<file path="src/rtl/vic_core.sv">
module vic_core #(
  parameter int N_IRQ = 32,
  parameter int LVL_W = 6,
  parameter int RS_W  = 6
) (
  input  logic             clk,
  input  logic             rst_n,
  input  logic [N_IRQ-1:0] irq,
  input  logic             reg_wr,
  input  logic [6:0]       reg_addr,
  input  logic [31:0]      reg_wdata,
  output logic [31:0]      reg_rdata,
  input  logic             chn_valid,
  input  logic [31:0]      chn_addr,
  input  logic [LVL_W-1:0] chn_level,
  input  logic [RS_W-1:0]  chn_rset,
  input  logic             chn_nmi,
  output logic             out_valid,
  output logic [31:0]      out_addr,
  output logic [LVL_W-1:0] out_level,
  output logic [RS_W-1:0]  out_rset,
  output logic             out_nmi
);
  localparam int IDX_W = (N_IRQ > 1) ? $clog2(N_IRQ) : 1;
  localparam int KEY_W = LVL_W + 1;

  logic [LVL_W-1:0] lvl  [N_IRQ];
  logic [RS_W-1:0]  rset [N_IRQ];
  logic             nmi  [N_IRQ];
  logic             en   [N_IRQ];
  logic [31:0]      vbase;
  logic [2:0]       scode;

  logic             loc_found, chn_win, win_local;
  logic [IDX_W-1:0] best_idx, win_idx;
  logic [KEY_W-1:0] best_key;
  logic [2:0]       shamt;
  logic [31:0]      loc_addr;

  always_ff @(posedge clk) begin
    if (!rst_n) begin
      vbase <= '0;
      scode <= '0;
      for (int i = 0; i < N_IRQ; i++) begin
        lvl[i] <= '0; rset[i] <= '0; nmi[i] <= 1'b0; en[i] <= 1'b0;
      end
    end else if (reg_wr) begin
      if (reg_addr == 7'd0) vbase <= reg_wdata;
      if (reg_addr == 7'd1) scode <= reg_wdata[2:0];
      for (int i = 0; i < N_IRQ; i++)
        if (reg_addr == 7'(32 + i)) begin
          lvl[i]  <= reg_wdata[LVL_W-1:0];
          rset[i] <= reg_wdata[8 +: RS_W];
          nmi[i]  <= reg_wdata[16];
          en[i]   <= reg_wdata[24];
        end
    end
  end

  always_comb begin
    reg_rdata = '0;
    case (reg_addr)
      7'd0: reg_rdata = vbase;
      7'd1: reg_rdata = {29'd0, scode};
      7'd2: reg_rdata = 32'(irq);
      7'd3: reg_rdata = {23'd0, win_local, 3'd0, 5'(win_idx)};
      default:
        for (int i = 0; i < N_IRQ; i++)
          if (reg_addr == 7'(32 + i))
            reg_rdata = {7'd0, en[i], 7'd0, nmi[i], 8'(rset[i]), 8'(lvl[i])};
    endcase
  end

  always_comb begin
    loc_found = 1'b0;
    best_key  = '0;
    best_idx  = '0;
    for (int i = 0; i < N_IRQ; i++)
      if (irq[i] && en[i] && lvl[i] != '0 &&
          (!loc_found || {nmi[i], lvl[i]} > best_key)) begin
        loc_found = 1'b1;
        best_key  = {nmi[i], lvl[i]};
        best_idx  = IDX_W'(i);
      end
  end

  assign chn_win  = chn_valid && (!loc_found || {chn_nmi, chn_level} > best_key);
  assign shamt    = (scode > 3'd5) ? 3'd5 : scode;
  assign loc_addr = vbase + (32'(best_idx) << (32'd4 + 32'(shamt)));

  always_ff @(posedge clk) begin
    if (!rst_n) begin
      out_valid <= 1'b0; out_addr <= '0; out_level <= '0; out_rset <= '0;
      out_nmi <= 1'b0; win_local <= 1'b0; win_idx <= '0;
    end else begin
      out_valid <= loc_found || chn_valid;
      win_local <= loc_found && !chn_win;
      win_idx   <= best_idx;
      if (chn_win) begin
        out_addr <= chn_addr; out_level <= chn_level;
        out_rset <= chn_rset; out_nmi <= chn_nmi;
      end else begin
        out_addr <= loc_addr; out_level <= lvl[best_idx];
        out_rset <= rset[best_idx]; out_nmi <= nmi[best_idx];
      end
    end
  end


  chain_valid_chk: assert property (@(posedge clk) disable iff (!rst_n)
    chn_valid |=> out_valid);

  idle_chk: assert property (@(posedge clk) disable iff (!rst_n)
    (!chn_valid && irq == '0) |=> !out_valid);

  nmi_win_chk: assert property (@(posedge clk) disable iff (!rst_n)
    (chn_valid && chn_nmi) |=> out_nmi);

  chain_level_chk: assert property (@(posedge clk) disable iff (!rst_n)
    (chn_valid && !chn_nmi) |=> (out_nmi || out_level >= $past(chn_level)));

  local_flag_chk: assert property (@(posedge clk) disable iff (!rst_n)
    win_local |-> out_valid && out_level != '0);
endmodule

</file>
<file path="config.mk">
export PLATFORM = sky130hd
export DESIGN_NAME = vic_core
export DESIGN_NICKNAME = d
export VERILOG_FILES = /design/src/rtl/vic_core.sv
export SDC_FILE = /design/constraint.sdc
export NUM_CORES = 2
export LEC_CHECK = 0
export ABC_CLOCK_PERIOD_IN_PS = 170400
export BUFFER_PORTS_ARGS = -buffer_cell sky130_fd_sc_hd__buf_2
export CORE_MARGIN = 8
export CORE_UTILIZATION = 38
export DETAILED_ROUTE_END_ITERATION = 7
export GPL_TIMING_DRIVEN = 0
export PLACE_DENSITY_LB_ADDON = 0.1
export SYNTH_ARGS = -nofsm -noshare
export SYNTH_HDL_FRONTEND = slang
export SYNTH_SLANG_ARGS = --single-unit
</file>
<file path="constraint.sdc">
create_clock -name clk -period 170.4 [get_ports clk]
set_input_delay 8.52 -clock clk [delete_from_list [all_inputs] [get_ports clk]]
set_output_delay 8.52 -clock clk [all_outputs]
set_load 0.05 [all_outputs]
</file>
Word level (Yosys, flattened, before mapping)

Memories as Yosys holds them, arrays and structs flattened.
Cells that the tools add are included.
W data, S select, Z words.

$add $sub $neg: 2
$mul: 0
Divide/modulo/power cells: 0
Order comparisons: 33
Equal/unequal tests: 35
Shift operators: 1
Mux-type cells: 390
Bitwise gates (word level): 128
Reductions and logical operators: 198

Operator list:

| kind                  | count |
|---|---|
| $mux W32              | 32 |
| $mux W6               | 66 |
| $mux W1               | 227 |
| $eq A7 B6 Y1 const B  | 32 |
| $gt A7 B7 Y1          | 32 |
| $mux W7               | 32 |
| $reduce_bool A6 Y1    | 32 |
| $mux W5               | 30 |
| $or A1 B1 Y1          | 128 |
| $pmux W32 S4          | 1 |
| $logic_and A1 B1 Y1   | 97 |
| $logic_not A1 Y1      | 33 |
| $logic_or A1 B1 Y1    | 33 |
| $add A32 B32 Y32      | 1 |
| $shl A5 B4 Y32        | 1 |
| $mux W25              | 1 |
| $eq A7 B2 Y1 const B  | 2 |
| $eq A7 B1 Y1 const B  | 1 |
| $logic_not A7 Y1      | 1 |
| $add A3 B3 Y4 const A | 1 |
| $reduce_and A2 Y1     | 2 |
| $gt A3 B3 Y1 const B  | 1 |
| $mux W3               | 1 |

Register bits after elaboration: 87
Latch bits: 0
RAM bits: 448
Memory bits (read-only): 0
Input bits: 120
Logic and storage cells: 800
Memories: 4

Memory list:

| name | words | bits a word | rd ports | clocked after Yosys merged registers in | write ports | line | source |
|---|---|---|---|---|---|---|---|
| lvl  | 32    | 6           | 33       | 0                                       | 32          | 27   | `logic [LVL_W-1:0] lvl [N_IRQ];` |
| rset | 32    | 6           | 33       | 0                                       | 32          | 28   | `logic [RS_W-1:0] rset [N_IRQ];` |
| en   | 32    | 1           | 32       | 0                                       | 32          | 30   | `logic en [N_IRQ];` |
| nmi  | 32    | 1           | 33       | 0                                       | 32          | 29   | `logic nmi [N_IRQ];` |

Logic depth before layout (Yosys ltp)

An unclocked memory read counts as a cell.

Word-level depth: 133
Gate-level depth with buffers: 398
Gate-level depth less buffers: 370

Least setup slack after synthesis

No wires, ideal clock.

Path kind: input to register
From: input port irq[0]
To: register out_addr[31]
Arrival time: 72.150 ns
Path slack: 98.112 ns
Cell stages on the path: 372
Buffers on the path: 34
Path through: and2_1 > clkbuf_1 > o31a_1 > nand2_1 > ha_1 > nand2_1 > o21ai_0 > o21a_1 > nor2_1 > nor2_1 > nand2_1 > o21ai_0 > inv_1 > ha_1 > a211oi_1 > nor2_1 > o311ai_0 > and2_1 > [336 not listed] > a21oi_1 > o21bai_1 > a21oi_1 > o21bai_1 > a21oi_1 > o21bai_1 > a21oi_1 > o21bai_1 > a21oi_1 > o21bai_1 > a21oi_1 > nor2b_1 > o21a_1 > and2_1 > and4_1 > nand3_1 > xor2_1 > a211oi_1

Cells in the longest elaborated chain, start to end: 131
Elaborated cells on any way between the ends: 228

Ends and longest elaborated chain:

| what                                                   | line | source |
|---|---|---|
| start, declared                                        | 8    | `input logic [N_IRQ-1:0] irq,` |
| $logic_and A1 B1 Y1 (*) (2 in series)                  | 79   | `if (irq[i] && en[i] && lvl[i] != '0 &&` |
| branches (longest 128 deep; another with $gt A7 B7 Y1) | -    |  |
| $mux W32 (*)                                           | 99   | `if (chn_win) begin` |
| end signal, assigned                                   | 100  | `out_addr <= chn_addr; out_level <= chn_level;` |
| end signal, assigned                                   | 103  | `out_addr <= loc_addr; out_level <= lvl[best_idx];` |
| end, declared                                          | 19   | `output logic [31:0] out_addr,` |

Every way passes the cells marked *.
A chain may end at the register's enable or synchronous reset.

Worst setup path in the final report

Same ends and word-level chain as after synthesis.

==> impl_metrics.csv <==
group,metric,value,unit
finish,final_cell_mix,"nand2_1, nor2_1, edfxtp_1",
finish,finish.utilization,43.32,%
placement,place_congestion,1.090,
floorplanning,start_util,38.30,%
synth,synth_cells,4242,
synth,seq_area_frac_synth,39.91,%
synth,avgSynthCellArea,8.873,µm²
worst_setup_path,worstPathRequired,170900,ps
timing,setup_tns,0,ps
floorplanning,die_area,109400,µm²
route,num_vias,38880,
timing,worst_hold_slack,494.0,ps
worst_setup_path,worst_path_most_repeated_cell,"o21ai_0",
clock_tree,cts_buffers,67,
global_routing,grt_usage,39.05,%
global_routing,grt-ovfl-total,0,
floorplanning,dieHeight,330.7,µm
synth,synth-seq-cells,535,
finish,layout-drive-gt1-share,11.10,%
hold_path,hp-class,"reg2reg",
clock_tree,hold_buffers,0,
synth,yosys.area.top_type,"edfxtp_1",
clock_tree,cts-root-buf,"clkbuf_16",
clock_tree,cts-resized-gates,0,
route,firstDrtPassIters,8,
route,via_per_inst,6.631,
synth,ys_top_cells_by_area,"edfxtp_1, ha_1, dfxtp_1",
timing,setup_viol,0,
global_routing,grt_max_degree,16,
timing,fin_crit_sh,50.78,%
timing,max_freq,11.56,MHz
clock_tree,tritoncts,"built",
worst_setup_path,slowest_delay,970,ps
finish,area.growth.synth_to_final,13.09,%
route,wl_per_cell,37.84,µm
timing,tightest_slew,1523,ps
clock_tree,cts.sink_count,535,
synth,synthArstFlopShare,0,%
placement,pre_cts_slack,84610,ps
worst_setup_path,endpoint_kind,"register",
status,status,"finished with violations",
synth,ys_types,123,
worst_setup_path,critPathLaunchType,"primary input",
finish,fin_nets,4831,
global_routing,grt_pass1_wl,295500,µm
route,routed_wirelength,221900,µm
hold_path,holdPathStages,2,
floorplanning,rows,115,
timing,min_period,86530,ps
global_routing,antenna_found_initial,23,
floorplanning,core_area,98280,µm²
worst_setup_path,crit_type,"in2reg",
timing,grt_setup_unrepaired,"false",
status,violations,"DRC, capacitance limit, slew limit",
clock_tree,cts_setup_buffers,0,
placement,dpl.hpwl,178700,µm
clock_tree,clkTransAtPathRegs,60,ps
synth,synth_area,37640,µm²
clock_tree,clk_path_buf_depth,3,
floorplanning,die_width,330.7,µm
synth,synth_flop_cell,"edfxtp_1",
job,maxCapViolations,2,
timing,finalHoldViolations,0,
clock_tree,h-tree-depth,3,
floorplanning,ios,198,
synth,synth_edf_count,431,
synth,yosysWarnings,0,
route,drc,3,
synth,synth_top_area_share,34.38,%
route,final_antenna_net_count,0,
timing,worst_slack,83870,ps
worst_setup_path,cp_slowest_cell,"clkbuf_1",
timing,maxSlewHeadroom,-1.903,%
worst_setup_path,cp.arrival,87030,ps
finish,layout_commonest_cell,"nand2_1",
worst_setup_path,cp_max_fo,10,
global_routing,grt_pass1_vias,35400,
route,drt_iter0_drc,5789,
timing,slew_violations,21,
worst_setup_path,rr_worst_depth,369,
clock_tree,clk_latency,670,ps
timing,finClkSkew,27.79,ps
placement,numPortBuffers,193,
==> cells in the mapped netlist (all sizes together), types with 73 or more instances <==
library cell  instances
a22oi                73
o21ai               261
clkbuf              205
edfxtp              431
a211oi               87
dfxtp               104
nand3               114
nor2                521
o22ai               107
nand2               526
ha                  194
inv                 195
mux2i               102
a21oi               251
==> state kept, by name, summed over array words and instances (netlist names) <==
| register | flops |
|---|---|
| win_idx | 5 |
| out_valid | 1 |
| out_level | 6 |
| rset | 192 |
| out_addr | 32 |
| scode | 3 |
| lvl | 192 |
| win_local | 1 |
| vbase | 32 |
| out_nmi | 1 |
| out_rset | 6 |
| en | 32 |
| nmi | 32 |
==> routing by layer <==
metal | GRT usage [%] | up-vias | part of all wire, % | wire length [µm]
li1 | - | 16450 | - | -
met1 | 51.47 | 19110 | 40 | 88620
met2 | 58.55 | 2718 | 42 | 93420
met3 | 9.493 | 594 | 11 | 24810
met4 | 21.56 | 8 | 6.7 | 14970
met5 | 0 | - | 0.025 | 56
==> kinds of logic after synthesis <==
family | Yosys count | synth area share (%)
adders and majority gates | 206 | 6.798
buffers and inverters | 453 | 4.780
AOI/OAI and AO/OA | 1257 | 23.12
DFF | 535 | 39.91
muxes | 175 | 5.053
other | 1 | 0.009963
and+or+nand+nor | 1546 | 18.72
xor gates and xnor gates | 69 | 1.606
==> metrics by stage <==
step / cell area (µm²) / std cells
after floorplan: 37680 / 4252
after global placement: 40250 / 5732
after detailed placement: 40280 / 5733
after CTS: 42540 / 5854
after global routing: 42550 / 5855
final: 42570 / 5863
==> final cells by class <==
type	instances	area, µm²
Tap cell	1287	1610
Inverter	196	735.7
Buffer	257	1065
Fill cell	9955	55710
Antenna cell	8	20.02
Clock buffer	77	1755
Timing Repair Buffer	195	978.4
Clock inverter	44	509.2
Multi-Input combinational cell	3264	20870
Sequential cell	535	15020
==> path summary, 6_finish.rpt <==
path                            slack [ps]      endpoint       from
worst max-delay path                 83870  out_addr[31]     irq[0]
worst min-delay path                   490     vbase[31]  vbase[31]
worst min register to register         490     vbase[31]  vbase[31]
worst max register to register       91400  out_addr[31]  lvl[0][3]
==> critical path, delay by kind of cell <==
family,cells,cell delay (ps)
AND/OR/NAND/NOR,105,16800
AO/OA/AOI/OAI,160,34140
XOR/XNOR,1,160
multiplexers,18,4050
adder cells (fa/ha/maj),36,10950
buffers and inverters,51,12300
Power is not shown: default switching activity piles up to over one toggle a cycle in this logic, so the estimate is an artifact.
